`src/rtl/pwx_pkg.sv`:
```
package pwx_pkg;
  localparam int CPU_AW   = 20;
  localparam int PAGE_SH  = 14;
  localparam int PHYS_AW  = 24;
  localparam int PG_W     = PHYS_AW - PAGE_SH;
  localparam int IO_AW    = 16;
  localparam int IO_DW    = 16;
  localparam int A_PAGES  = 8;
  localparam int B_PAGES  = 4;
  localparam int A_IW     = $clog2(A_PAGES);
  localparam int B_IW     = $clog2(B_PAGES);
  localparam int A_TAG_W  = CPU_AW - PAGE_SH - A_IW;
  localparam int B_TAG_W  = CPU_AW - PAGE_SH - B_IW;
  localparam logic [A_TAG_W-1:0] A_TAG = 3'b110;
  localparam logic [B_TAG_W-1:0] B_TAG = 4'hE;

  typedef enum logic [1:0] {
    DEV_DRAM = 2'd0,
    DEV_DOS  = 2'd1,
    DEV_BIOS = 2'd2,
    DEV_EXT  = 2'd3
  } dev_e;

  typedef struct packed {
    logic            en;
    dev_e            dev;
    logic [PG_W-1:0] pg;
  } page_t;

  function automatic page_t word_to_page(input logic [IO_DW-1:0] w);
    page_t p;
    p.en  = w[15];
    p.dev = dev_e'(w[13:12]);
    p.pg  = w[PG_W-1:0];
    return p;
  endfunction

  function automatic logic [IO_DW-1:0] page_to_word(input page_t p);
    return {p.en, 1'b0, p.dev, 2'b00, p.pg};
  endfunction
endpackage

```
`src/rtl/pwx_page_bank.sv`:
```
module pwx_page_bank
  import pwx_pkg::*;
#(
  parameter int NPAGES = 8
) (
  input  logic                       clk,
  input  logic                       rst_n,
  input  logic                       wr_en,
  input  logic [$clog2(NPAGES)-1:0]  wr_idx,
  input  page_t                      wr_data,
  output page_t [NPAGES-1:0]         pages
);
  localparam int IW = $clog2(NPAGES);

  page_t regs_q [NPAGES];

  for (genvar g = 0; g < NPAGES; g++) begin : g_page
    always_ff @(posedge clk) begin
      if (!rst_n)
        regs_q[g] <= '0;
      else if (wr_en && wr_idx == IW'(g))
        regs_q[g] <= wr_data;
    end
    assign pages[g] = regs_q[g];
  end
endmodule

```
`src/rtl/pwx_io_regs.sv`:
```
module pwx_io_regs
  import pwx_pkg::*;
#(
  parameter logic [IO_AW-9:0] IO_PAGE_HI = 8'h02
) (
  input  logic                  clk,
  input  logic                  rst_n,
  input  logic                  cfg_we,
  input  logic [7:0]            cfg_wdata,
  output logic [7:0]            cfg_q,
  input  logic                  io_wr,
  input  logic                  io_rd,
  input  logic [IO_AW-1:0]      io_addr,
  input  logic [IO_DW-1:0]      io_wdata,
  output logic [IO_DW-1:0]      io_rdata,
  output logic                  win_a_en,
  output logic                  win_b_en,
  output page_t [A_PAGES-1:0]   pages_a,
  output page_t [B_PAGES-1:0]   pages_b
);
  logic       bank_b_q;
  logic [3:0] io_loc_q;
  logic       en_a_q, en_b_q;

  always_ff @(posedge clk) begin
    if (!rst_n) begin
      en_a_q   <= 1'b0;
      en_b_q   <= 1'b0;
      bank_b_q <= 1'b0;
      io_loc_q <= '0;
    end else if (cfg_we) begin
      en_a_q   <= cfg_wdata[0];
      en_b_q   <= cfg_wdata[1];
      bank_b_q <= cfg_wdata[2];
      io_loc_q <= cfg_wdata[7:4];
    end
  end

  assign cfg_q    = {io_loc_q, 1'b0, bank_b_q, en_b_q, en_a_q};
  assign win_a_en = en_a_q;
  assign win_b_en = en_b_q;

  logic            ap_hit;
  logic [A_IW-1:0] port_idx;
  logic            idx_in_b;
  page_t           wr_page;
  page_t           rd_page;

  assign ap_hit   = (io_addr[IO_AW-1:8] == IO_PAGE_HI) &&
                    (io_addr[7:4] == io_loc_q) && !io_addr[3];
  assign port_idx = io_addr[A_IW-1:0];
  assign idx_in_b = port_idx < A_IW'(B_PAGES);
  assign wr_page  = word_to_page(io_wdata);

  pwx_page_bank #(.NPAGES(A_PAGES)) u_bank_a (
    .clk     (clk),
    .rst_n   (rst_n),
    .wr_en   (io_wr && ap_hit && !bank_b_q),
    .wr_idx  (port_idx),
    .wr_data (wr_page),
    .pages   (pages_a)
  );

  pwx_page_bank #(.NPAGES(B_PAGES)) u_bank_b (
    .clk     (clk),
    .rst_n   (rst_n),
    .wr_en   (io_wr && ap_hit && bank_b_q && idx_in_b),
    .wr_idx  (port_idx[B_IW-1:0]),
    .wr_data (wr_page),
    .pages   (pages_b)
  );

  always_comb begin
    if (!bank_b_q)
      rd_page = pages_a[port_idx];
    else if (idx_in_b)
      rd_page = pages_b[port_idx[B_IW-1:0]];
    else
      rd_page = '0;
  end

  assign io_rdata = (io_rd && ap_hit) ? page_to_word(rd_page) : '0;

  AST_B_UPPER_IGNORED: assert property (@(posedge clk) disable iff (!rst_n)
    (io_wr && ap_hit && bank_b_q && !idx_in_b) |=> $stable(pages_b));

  AST_CTRL_LOADS: assert property (@(posedge clk) disable iff (!rst_n)
    cfg_we |=> (cfg_q == ($past(cfg_wdata) & 8'hF7)));

  AST_BANK_A_QUIET_IN_B: assert property (@(posedge clk) disable iff (!rst_n)
    (bank_b_q && !cfg_we) |=> $stable(pages_a));
endmodule

```
`src/rtl/pwx_lookup.sv`:
```
module pwx_lookup
  import pwx_pkg::*;
(
  input  logic [CPU_AW-1:0]    cpu_addr,
  input  logic                 win_a_en,
  input  logic                 win_b_en,
  input  page_t [A_PAGES-1:0]  pages_a,
  input  page_t [B_PAGES-1:0]  pages_b,
  output logic                 hit,
  output dev_e                 dev,
  output logic [PHYS_AW-1:0]   phys
);
  logic  in_a, in_b, win_on;
  page_t sel;

  assign in_a = cpu_addr[CPU_AW-1:PAGE_SH+A_IW] == A_TAG;
  assign in_b = cpu_addr[CPU_AW-1:PAGE_SH+B_IW] == B_TAG;

  always_comb begin
    if (in_a) begin
      sel    = pages_a[cpu_addr[PAGE_SH+A_IW-1:PAGE_SH]];
      win_on = win_a_en;
    end else if (in_b) begin
      sel    = pages_b[cpu_addr[PAGE_SH+B_IW-1:PAGE_SH]];
      win_on = win_b_en;
    end else begin
      sel    = '0;
      win_on = 1'b0;
    end
  end

  assign hit  = win_on && sel.en && (sel.dev != DEV_EXT);
  assign dev  = hit ? sel.dev : DEV_EXT;
  assign phys = hit ? {sel.pg, cpu_addr[PAGE_SH-1:0]} : PHYS_AW'(cpu_addr);
endmodule

```
`src/rtl/pwx_rsp_reg.sv`:
```
module pwx_rsp_reg
  import pwx_pkg::*;
(
  input  logic                clk,
  input  logic                rst_n,
  input  logic                req_valid,
  output logic                req_ready,
  input  logic                in_hit,
  input  dev_e                in_dev,
  input  logic [PHYS_AW-1:0]  in_phys,
  output logic                rsp_valid,
  input  logic                rsp_ready,
  output logic                rsp_hit,
  output dev_e                rsp_dev,
  output logic [PHYS_AW-1:0]  rsp_addr
);
  logic fire;

  assign req_ready = !rsp_valid || rsp_ready;
  assign fire      = req_valid && req_ready;

  always_ff @(posedge clk) begin
    if (!rst_n) begin
      rsp_valid <= 1'b0;
      rsp_hit   <= 1'b0;
      rsp_dev   <= DEV_EXT;
      rsp_addr  <= '0;
    end else if (fire) begin
      rsp_valid <= 1'b1;
      rsp_hit   <= in_hit;
      rsp_dev   <= in_dev;
      rsp_addr  <= in_phys;
    end else if (rsp_ready) begin
      rsp_valid <= 1'b0;
    end
  end

  AST_RESULT_HELD: assert property (@(posedge clk) disable iff (!rst_n)
    (rsp_valid && !rsp_ready) |=> (rsp_valid && $stable(rsp_addr) &&
                                   $stable(rsp_hit) && $stable(rsp_dev)));

  AST_ACCEPT_PRESENTS: assert property (@(posedge clk) disable iff (!rst_n)
    (req_valid && req_ready) |=> rsp_valid);
endmodule

```
`src/rtl/paged_window_xlate.sv`:
```
module paged_window_xlate
  import pwx_pkg::*;
#(
  parameter logic [7:0] IO_PAGE_HI = 8'h02
) (
  input  logic                clk,
  input  logic                rst_n,
  input  logic                cfg_we,
  input  logic [7:0]          cfg_wdata,
  output logic [7:0]          cfg_q,
  input  logic                io_wr,
  input  logic                io_rd,
  input  logic [IO_AW-1:0]    io_addr,
  input  logic [IO_DW-1:0]    io_wdata,
  output logic [IO_DW-1:0]    io_rdata,
  input  logic                req_valid,
  output logic                req_ready,
  input  logic [CPU_AW-1:0]   req_addr,
  output logic                rsp_valid,
  input  logic                rsp_ready,
  output logic [PHYS_AW-1:0]  rsp_addr,
  output logic [1:0]          rsp_dev,
  output logic                rsp_hit
);
  logic                 win_a_en, win_b_en;
  page_t [A_PAGES-1:0]  pages_a;
  page_t [B_PAGES-1:0]  pages_b;
  logic                 lk_hit;
  dev_e                 lk_dev;
  logic [PHYS_AW-1:0]   lk_phys;
  dev_e                 out_dev;

  pwx_io_regs #(.IO_PAGE_HI(IO_PAGE_HI)) u_regs (
    .clk       (clk),
    .rst_n     (rst_n),
    .cfg_we    (cfg_we),
    .cfg_wdata (cfg_wdata),
    .cfg_q     (cfg_q),
    .io_wr     (io_wr),
    .io_rd     (io_rd),
    .io_addr   (io_addr),
    .io_wdata  (io_wdata),
    .io_rdata  (io_rdata),
    .win_a_en  (win_a_en),
    .win_b_en  (win_b_en),
    .pages_a   (pages_a),
    .pages_b   (pages_b)
  );

  pwx_lookup u_lookup (
    .cpu_addr (req_addr),
    .win_a_en (win_a_en),
    .win_b_en (win_b_en),
    .pages_a  (pages_a),
    .pages_b  (pages_b),
    .hit      (lk_hit),
    .dev      (lk_dev),
    .phys     (lk_phys)
  );

  pwx_rsp_reg u_rsp (
    .clk       (clk),
    .rst_n     (rst_n),
    .req_valid (req_valid),
    .req_ready (req_ready),
    .in_hit    (lk_hit),
    .in_dev    (lk_dev),
    .in_phys   (lk_phys),
    .rsp_valid (rsp_valid),
    .rsp_ready (rsp_ready),
    .rsp_hit   (rsp_hit),
    .rsp_dev   (out_dev),
    .rsp_addr  (rsp_addr)
  );

  assign rsp_dev = out_dev;

  AST_WINDOW_A_GATED: assert property (@(posedge clk) disable iff (!rst_n)
    (req_valid && req_ready && (req_addr[19:17] == 3'b110) && !win_a_en)
      |=> !rsp_hit);

  AST_MISS_IS_EXTERNAL: assert property (@(posedge clk) disable iff (!rst_n)
    (rsp_valid && !rsp_hit) |-> (rsp_dev == 2'd3));

  AST_OFFSET_KEPT: assert property (@(posedge clk) disable iff (!rst_n)
    (req_valid && req_ready && lk_hit)
      |=> (rsp_hit && rsp_addr[13:0] == $past(req_addr[13:0])));
endmodule

```
`config.mk`:
```
export PLATFORM = sky130hd
export DESIGN_NAME = paged_window_xlate
export DESIGN_NICKNAME = d
export VERILOG_FILES = /design/src/rtl/pwx_pkg.sv /design/src/rtl/pwx_page_bank.sv /design/src/rtl/pwx_io_regs.sv /design/src/rtl/pwx_lookup.sv /design/src/rtl/pwx_rsp_reg.sv /design/src/rtl/paged_window_xlate.sv
export SDC_FILE = /design/constraint.sdc
export NUM_CORES = 1
export LEC_CHECK = 0
export BUFFER_PORTS_ARGS = -buffer_cell sky130_fd_sc_hd__buf_2
export CORE_ASPECT_RATIO = 0.5
export CORE_MARGIN = 5
export CORE_UTILIZATION = 45
export DETAILED_ROUTE_END_ITERATION = 6
export SLEW_MARGIN = 5
export SYNTH_ARGS = -nofsm -noshare
export SYNTH_HDL_FRONTEND = slang
export SYNTH_HIERARCHICAL = 1
export SYNTH_SLANG_ARGS = --single-unit
```
`constraint.sdc`:
```
create_clock -name clk -period 3.95 [get_ports clk]
set_clock_uncertainty 0.05 [all_clocks]
set_input_delay 0.1975 -clock clk [delete_from_list [all_inputs] [get_ports clk]]
set_output_delay 0.1975 -clock clk [all_outputs]
set_load 0.01 [all_outputs]
```
# [Word-level counts from Yosys, hierarchy flattened]
# Memory sizes are Yosys's and may differ from the RTL's.
# Cells that the tools add are included.
[totals] regBits=35 mem_bits_rw=156 in_bits=67 output_inout_bits=53 wordCells=139 mem_count=2
[op_classes] magnitude_cmp=5 n_eq_ne=15 mux=68 bitwise_logic=12 reduce_logical=29
[memory_table] name="u_regs.u_bank_a.regs_q" words=8 width=13 rd=8 rd_clocked_by_memory_dff=0 wr=8 line_no="pwx_page_bank.sv:15" source="page_t regs_q [NPAGES];"
[memory_table] name="u_regs.u_bank_b.regs_q" words=4 width=13 rd=4 rd_clocked_by_memory_dff=0 wr=4 line_no="pwx_page_bank.sv:15"
[op_table] operator="$mux 13" count=20
[op_table] operator="$bmux 13 s3" count=2
[op_table] operator="$bmux 13 s2" count=2
[op_table] operator="$mux 1" count=41
[op_table] operator="$mux 24" count=1
[op_table] operator="$logic_and 1x1->1" count=22
[op_table] operator="$mux 16" count=1
[op_table] operator="$eq 3x3->1 const B" count=5
[op_table] operator="$or 1x1->1" count=12
[op_table] operator="$eq 8x2->1 const B" count=1
[op_table] operator="$lt 3x4->1 const B" count=2
[op_table] operator="$eq 3x2->1 const B" count=2
[op_table] operator="$lt 2x3->1 const B" count=2
[op_table] operator="$eq 2x2->1 const B" count=2
[op_table] operator="$eq 4x4->1" count=1
[op_table] operator="$eq 4x4->1 const B" count=1
[op_table] operator="$eq 3x1->1 const B" count=1
[op_table] operator="$logic_not 1->1" count=3
[op_table] operator="$logic_not 3->1" count=1
[op_table] operator="$lt 3x3->1 const B" count=1
[op_table] operator="$eq 2x1->1 const B" count=1
[op_table] operator="$logic_not 2->1" count=1
[op_table] operator="$mux 2" count=1
[op_table] operator="$ne 2x2->1 const B" count=1
[op_table] operator="2 further kinds" count=2

# [Depth between registers and ports, before layout]
# Gate-level depths: netlist (run 1).
[logic_depth] depth_word=11 mapped_depth=10 ltp_nobuf=8

# [Modules after synthesis]
# The synthesis (run 1) kept the hierarchy.
[by_module_without_submodules] module="pwx_page_bank at u_regs.u_bank_a" n_inst=1 cells_per_inst=263 area_each_um2=3826.2 seq_area_each_um2=3123.0
[by_module_without_submodules] module="pwx_page_bank at u_regs.u_bank_b" n_inst=1 cells_per_inst=119 area_each_um2=2020.7 seq_area_each_um2=1561.5
[by_module_without_submodules] module="pwx_io_regs" n_inst=1 cells_per_inst=180 area_each_um2=1746.7 seq_area_each_um2=140.1
[by_module_without_submodules] module="pwx_lookup" n_inst=1 cells_per_inst=160 area_each_um2=1642.8 seq_area_each_um2=0.0
[by_module_without_submodules] module="pwx_rsp_reg" n_inst=1 cells_per_inst=122 area_each_um2=1149.9 seq_area_each_um2=560.5

# [Worst setup path after synthesis (run 1)]
# No wires, ideal clock.
[synth_timing] path_type="register to register" start="register u_regs.io_loc_q[2]" end="memory u_regs/u_bank_a/regs_q[0][0] in the netlist's numbering, enable pin" setup_time_ns=0.401 arrival_ns=2.570 t_required_ns=3.499 slack_ns=0.929 path_stages_with_launch=8 path_buffers=1 synth_period_minus_slack_ns=3.021 path_cell_list="dfxtp_1 -> xor2_1 -> nor3_1 -> and3_1 -> nor2b_1 -> or3b_1 -> buf_2 -> o21ai_0"
[synth_rtl] element="from (decl)" line_no="pwx_io_regs.sv:22" source="logic [3:0] io_loc_q;"
[synth_rtl] element="from (signal assigned)" line_no="pwx_io_regs.sv:35" source="io_loc_q <= cfg_wdata[7:4];"
[synth_rtl] element="to (decl)" line_no="pwx_page_bank.sv:15"

==> impl_metrics.csv, run 1 <==
group,metric,value,unit
synth,yosys_warnings,6,
global_route,overflow,0,
finish,final_util,52.3,%
critical_path,reg2reg_from,"u_regs/io_loc_q[2]",
floorplan,pin_count,120,
min_path,worstHoldEndpoint,"u_rsp/rsp_valid",
timing,tns,0,ns
synth,synth-edff-count,156,
timing,finalSetupViolCount,0,
finish,layout_commonest_cell,"edfxtp_1",
route,via_count,7435,
synth,ys_types,63,
timing,drv_slew,0,
min_path,hold_path.startpoint,"rsp_ready",
placed_design,io_buffers,111,
route,routed.top_layer,"met4",
timing,timing.final.crit_period,2.98,ns
placed_design,dp_hpwl,20900,µm
floorplan,die_area,26400,µm²
pwr,p_leak,4.67,nW
synth,avgSynthCellArea,12.3,µm²
pwr,ir_drop,0.000292,V
synth,ys.flop_type,"edfxtp_1",
critical_path,critPathLaunch,"u_regs/io_loc_q[2]",
synth,synth-async-reset-ratio,0,%
floorplan,chipHeight,117,µm
route,met1Wirelength,13100,µm
floorplan,start_util,45.7,%
critical_path,r2r-end,"u_regs/u_bank_a/regs_q[1][10]",
clock_network,cts_buffers,17,
clock_network,cts_tree,"yes",
route,vias_per_cell,5.84,
route,routed-wl-met3,2830,µm
critical_path,required,4.04,ns
clock_network,cts.sinks,191,
timing,fmax,336,MHz
finish,syn2layout_area_growth,14.6,%
clock_network,cts_resized,0,
run_status,outcome,"completed",
clock_network,clock_path_buffers,2,
timing,timing.hold.ws,0.0425,ns
critical_path,start_kind,"flip-flop",
floorplan,die_w,225,µm
critical_path,crit_type,"flip-flop to flip-flop",
clock_network,clk_latency,0.44,ns
timing,slew_headroom,37.2,%
finish,instances_no_fill,1274,
timing,final-hold-violation-count,0,
route,drt-pass1-iter-count,5,
finish,final_nets,1021,
critical_path,crit_fanout,13,
route,ant_nets,0,
timing,rsz0062_at_grt,"false",
placed_design,routabilityCongestion,0.843,
critical_path,worst_setup_path_end_kind,"flip-flop",
placed_design,placedCellCount,1220,
synth,synth-seq-cells,191,
global_route,antenna_found_initial,0,
critical_path,regToRegSetupSlack,0.97,ns
job,drv_cap,0,
route,wl_per_cell,23.6,µm
synth,syn_inst,844,
global_route,grt_use_total,22.6,%
global_route,grt_max_degree,73,
finish,num_antenna_cells,0,
clock_network,hold_buffers,22,
timing,worst_pin_slew,0.943,ns
route,met2_length,13700,µm
timing,fin_crit_sh,75.4,%
min_path,holdPathStages,3,
synth,synth_area,10400,µm²
clock_network,ctsHtreeMaxLevel,4,
global_route,grt_pass1_vias,7541,
finish,final_layout_size_suffix_gt1_share,25.9,%
finish,final_cell_mix,"edfxtp_1, nor2_1, buf_2, mux2i_1, nand2_1",
pwr,power_density,384,nW/µm²
critical_path,critical_path_arrival,3.07,ns
min_path,hp-class,"input port to flip-flop",
clock_network,postCtsSetupBuffers,0,
global_route,grt_pass1_wl,45100,µm
synth,yosysSeqAreaShare,51.8,%
route,drcViolationCount,0,
route,routed_wl,30100,µm
floorplan,rows,39,
clock_network,clk_pin_slew_worst_paths,0.07,ns
floorplan,coreArea,22700,µm²
critical_path,r2r_cells,7,
clock_network,clockRootBuffer,"clkbuf_16",
route,drt_iter0_markers,766,
-- power by group --
part	leakage (nW)	internal, W	switching [W]
logic	2.51	0.000228	0.000300
clock network	0.282	0.000946	0.000804
registers	1.87	0.00225	0.0000479
-- layer usage --
layer  vias to the layer above  global-route usage [%]
li1                       3326                       -
met1                      3721                    31.8
met5                         -                       0
met4                         0                    6.58
met2                       351                    35.7
met3                        37                    4.79
-- registers in the layout, indices dropped and copies added (netlist names) --
register / count
u_regs/bank_b_q: 1
u_regs/io_loc_q: 4
u_regs/u_bank_a/regs_q: 104
u_regs/u_bank_b/regs_q: 52
u_regs/win_a_en: 1
u_regs/win_b_en: 1
u_rsp/rsp_addr: 24
u_rsp/rsp_dev: 2
u_rsp/rsp_hit: 1
u_rsp/rsp_valid: 1
-- layout make-up --
cell class / instances / area [µm²]
well taps: 307 / 384
flip-flops and latches: 191 / 5390
inverters: 9 / 33.8
clock inverters: 14 / 159
fillers: 2000 / 10800
clock buffers: 18 / 429
multi-input cells: 562 / 4420
repair buffers: 173 / 1090
-- stage by stage --
step / area [µm²] / setup slack [ns] / power, W
after floorplan: 10400 / 0.929 / 0.00267
after global placement: 11100 / 1.05 / 0.00284
after detailed placement: 11100 / 1.06 / 0.00285
after CTS: 11900 / 1.08 / 0.00460
after global routing: 11900 / 0.820 / 0.00473
final: 11900 / 0.972 / 0.00457
-- cell families (layout without fill, tap and decap cells) --
kind of cell	after synthesis	count (layout)	synth area share, %
AND/OR/NAND/NOR	318	318	15.3
flip-flops	191	191	51.8
multiplexers	148	148	20.1
buffers and inverters	94	214	5.72
AO/OA/AOI/OAI	88	88	6.60
XOR/XNOR	4	4	0.337
other	1	4	0.0361
-- worst max-delay path by stage --
stage                                    end  slack (ns)
3_3_place_gp   u_regs/u_bank_a/regs_q[1][10]        1.05
5_1_grt        u_regs/u_bank_a/regs_q[1][36]        0.82
2_1_floorplan   u_regs/u_bank_a/regs_q[0][0]        0.93
3_5_place_dp   u_regs/u_bank_a/regs_q[1][11]        1.06
6_report       u_regs/u_bank_a/regs_q[1][10]        0.97
4_1_cts        u_regs/u_bank_a/regs_q[1][36]        1.08
-- Yosys cell counts (all sizes together) (10+ instances only) --
cell type,count,share of area (%)
nor2b,23,1.4
clkbuf,29,1.1
o311a,12,1.2
edfxtp,156,45
buf,56,4.3
a21oi,10,0.48
mux4,47,10
o22ai,13,0.84
nand3b,16,1.2
dfxtp,35,6.7
nor2,113,4.1
o221ai,13,1.1
mux2i,94,9.1
nand2,72,2.6
nand3,20,0.96
and2,53,3.2
o21ai,17,0.93
-- critical path, stage by stage, from the launching register on --
cell and delay [ns]:
dfxtp_1 0.34, xor2_1 0.16, nor3_1 0.22, and3_1 0.29, nor2b_1 0.42, nand3b_1 0.58, o21ai_1 0.36, buf_4 0.25
(Power assumes the default switching activity.)
==> inputs of run 2 (changes only) <==
Settings changed: PLACE_DENSITY from default to 0.67.
Clock period 3.95 ns to 2.5 ns, I/O delays scaled along.
==> impl_metrics.csv, run 2 (same netlist as run 1, synthesis figures left out) <==
group,metric,value,unit
floorplan,rows,39,
route,drcViolationCount,0,
timing,fin_crit_sh,95.6,%
clock_network,postCtsSetupBuffers,0,
clock_network,clockRootBuffer,"clkbuf_16",
route,routed_wl,29500,µm
finish,final_layout_size_suffix_gt1_share,28.5,%
floorplan,coreArea,22700,µm²
critical_path,path_cells,"xor2_1 -> nor3_2 -> and3_2 -> nor2b_1 -> buf_4 -> or3b_4 -> o21ai_2 -> buf_4",
pwr,p_leak,4.84,nW
pwr,ir_drop,0.000499,V
clock_network,clock_path_buffers,2,
global_route,grt_pass1_vias,7523,
finish,fill_cells,1910,
placed_design,dp_hpwl,21100,µm
pwr,power_density,589,nW/µm²
critical_path,worst-path-buf-inv,2,
global_route,antenna_found_initial,0,
global_route,grt_pass1_wl,45000,µm
timing,rsz0062_at_grt,"true",
placed_design,place_area,11400,µm²
critical_path,cp_slowest_cell,"or3b_4",
route,drt-pass1-iter-count,6,
finish,final_nets,1056,
timing,fmax,419,MHz
global_route,grt_max_degree,45,
min_path,hp-class,"input port to flip-flop",
critical_path,critPathTopFamily,"simple AND/OR/NAND/NOR gates",
critical_path,start_kind,"flip-flop",
critical_path,worst_setup_path_end_kind,"flip-flop",
route,via_count,7595,
finish,seq_area,5390,µm²
critical_path,required,2.60,ns
route,ant_nets,0,
clock_network,cts.sinks,191,
global_route,overflow,0,
finish,final_cell_mix,"edfxtp_1, nor2_1, buf_2, mux2i_1, nand2_1",
finish,reg_top3,"u_regs/u_bank_a/regs_q (104), u_regs/u_bank_b/regs_q (52), u_rsp/rsp_addr (24)",
timing,final-hold-violation-count,0,
route,wl_per_cell,22.5,µm
finish,multi_input_area,4440,µm²
timing,slew_headroom,48.4,%
floorplan,die_area,26400,µm²
route,vias_per_cell,5.80,
clock_network,cts_buffers,17,
run_status,outcome,"completed",
timing,finalSetupViolCount,0,
timing,tns,0,ns
timing,drv_slew,0,
critical_path,slowest_delay,0.41,ns
critical_path,crit_fanout,7,
floorplan,die_w,225,µm
timing,worst_pin_slew,0.766,ns
finish,layout_commonest_cell,"edfxtp_1",
floorplan,start_util,45.7,%
global_route,grt_use_total,22.2,%
route,drt_iter0_markers,1017,
finish,num_antenna_cells,0,
clock_network,clk_latency,0.44,ns
timing,timing.final.crit_period,2.39,ns
critical_path,critical_path_arrival,2.49,ns
critical_path,crit_type,"flip-flop to flip-flop",
clock_network,cts_tree,"yes",
clock_network,clk_pin_slew_worst_paths,0.07,ns
critical_path,cp_common_cell,"buf_4",
placed_design,routabilityCongestion,0.946,
finish,regMostFlops,"u_regs/u_bank_a/regs_q",
finish,design_area,12200,µm²
floorplan,pin_count,120,
finish,final_util,53.8,%
finish,largest_register_ffs,104,
clock_network,ctsHtreeMaxLevel,4,
finish,syn2layout_area_growth,17.7,%
placed_design,io_buffers,111,
floorplan,chipHeight,117,µm
job,drv_cap,0,
[run 2: changes by cell type in the layout (fill, tap and decap cells not counted), moves of 2 or more]
cell and change:
buf_4 +27, clkinv_4 -3, clkinv_8 +2, o21ai_2 +3, dlygate4sd3_1 +5, inv_6 +3, o21ai_1 -3, buf_12 +3
[run 2: cell type report]
| type | instances | area share [%] |
|---|---|---|
| clock inverters | 15 | 1.28 |
| flip-flops and latches | 191 | 44.0 |
| clock buffers | 17 | 3.48 |
| inverters | 9 | 0.276 |
| well taps | 307 | 3.14 |
| multi-input cells | 562 | 36.3 |
| repair buffers | 208 | 11.5 |
[run 2: worst paths after layout]
path	startpoint	end	slack (ns)	cells after the start
setup / recovery	u_regs/io_loc_q[2]	u_regs/u_bank_a/regs_q[0][32]	0.11	8
setup reg to reg	u_regs/io_loc_q[2]	u_regs/u_bank_a/regs_q[0][32]	0.11	8
hold / removal	io_wdata[4]	u_regs/u_bank_b/regs_q[1][4]	0.009	2
hold reg to reg	u_rsp/rsp_addr[1]	u_rsp/rsp_addr[1]	0.41	2
[run 2: routing by layer]
metal / GRT usage (%) / up-vias / part of all wire (%)
met1: 31.0 / 3756 / 42
met2: 34.1 / 399 / 45
met4: 6.12 / 0 / 2.0
met3: 6.32 / 42 / 11
met5: 0 / - / 0
li1: - / 3398 / -
[run 2: stage by stage]
step	setup WS [ns]	hold WS [ns]	power, W	std cells
after floorplan	-0.300	0.203	0.00422	847
after global placement	0.141	0.322	0.00451	1250
after detailed placement	0.0646	0.333	0.00453	1250
after CTS	0.0433	0.0000211	0.00723	1309
after global routing	-0.0191	0.0150	0.00745	1309
final	0.111	0.00941	0.00720	1309
[run 2: what timing repair did]
| action | in CTS | in global routing |
|---|---|---|
| setup endpoints to repair | 0 | 42 |
| hold endpoints to repair | 36 | 0 |
| gates resized for setup | 0 | 4 |
| hold buffers | 27 | 0 |
[run 2: worst reg2reg max path: stages (launching register included)]
cell and delay, ns:
dfxtp_1 0.34, xor2_1 0.17, nor3_2 0.21, and3_2 0.25
nor2b_1 0.14, buf_4 0.16, or3b_4 0.42, o21ai_2 0.16
buf_4 0.20
[run 2: where the power goes]
| part | switching (W) | total (W) | internal [W] |
|---|---|---|---|
| clock | 0.00129 | 0.00270 | 0.00141 |
| combinational | 0.000484 | 0.000880 | 0.000396 |
| sequential | 0.0000727 | 0.00362 | 0.00355 |
| total | 0.00185 | 0.00720 | 0.00535 |
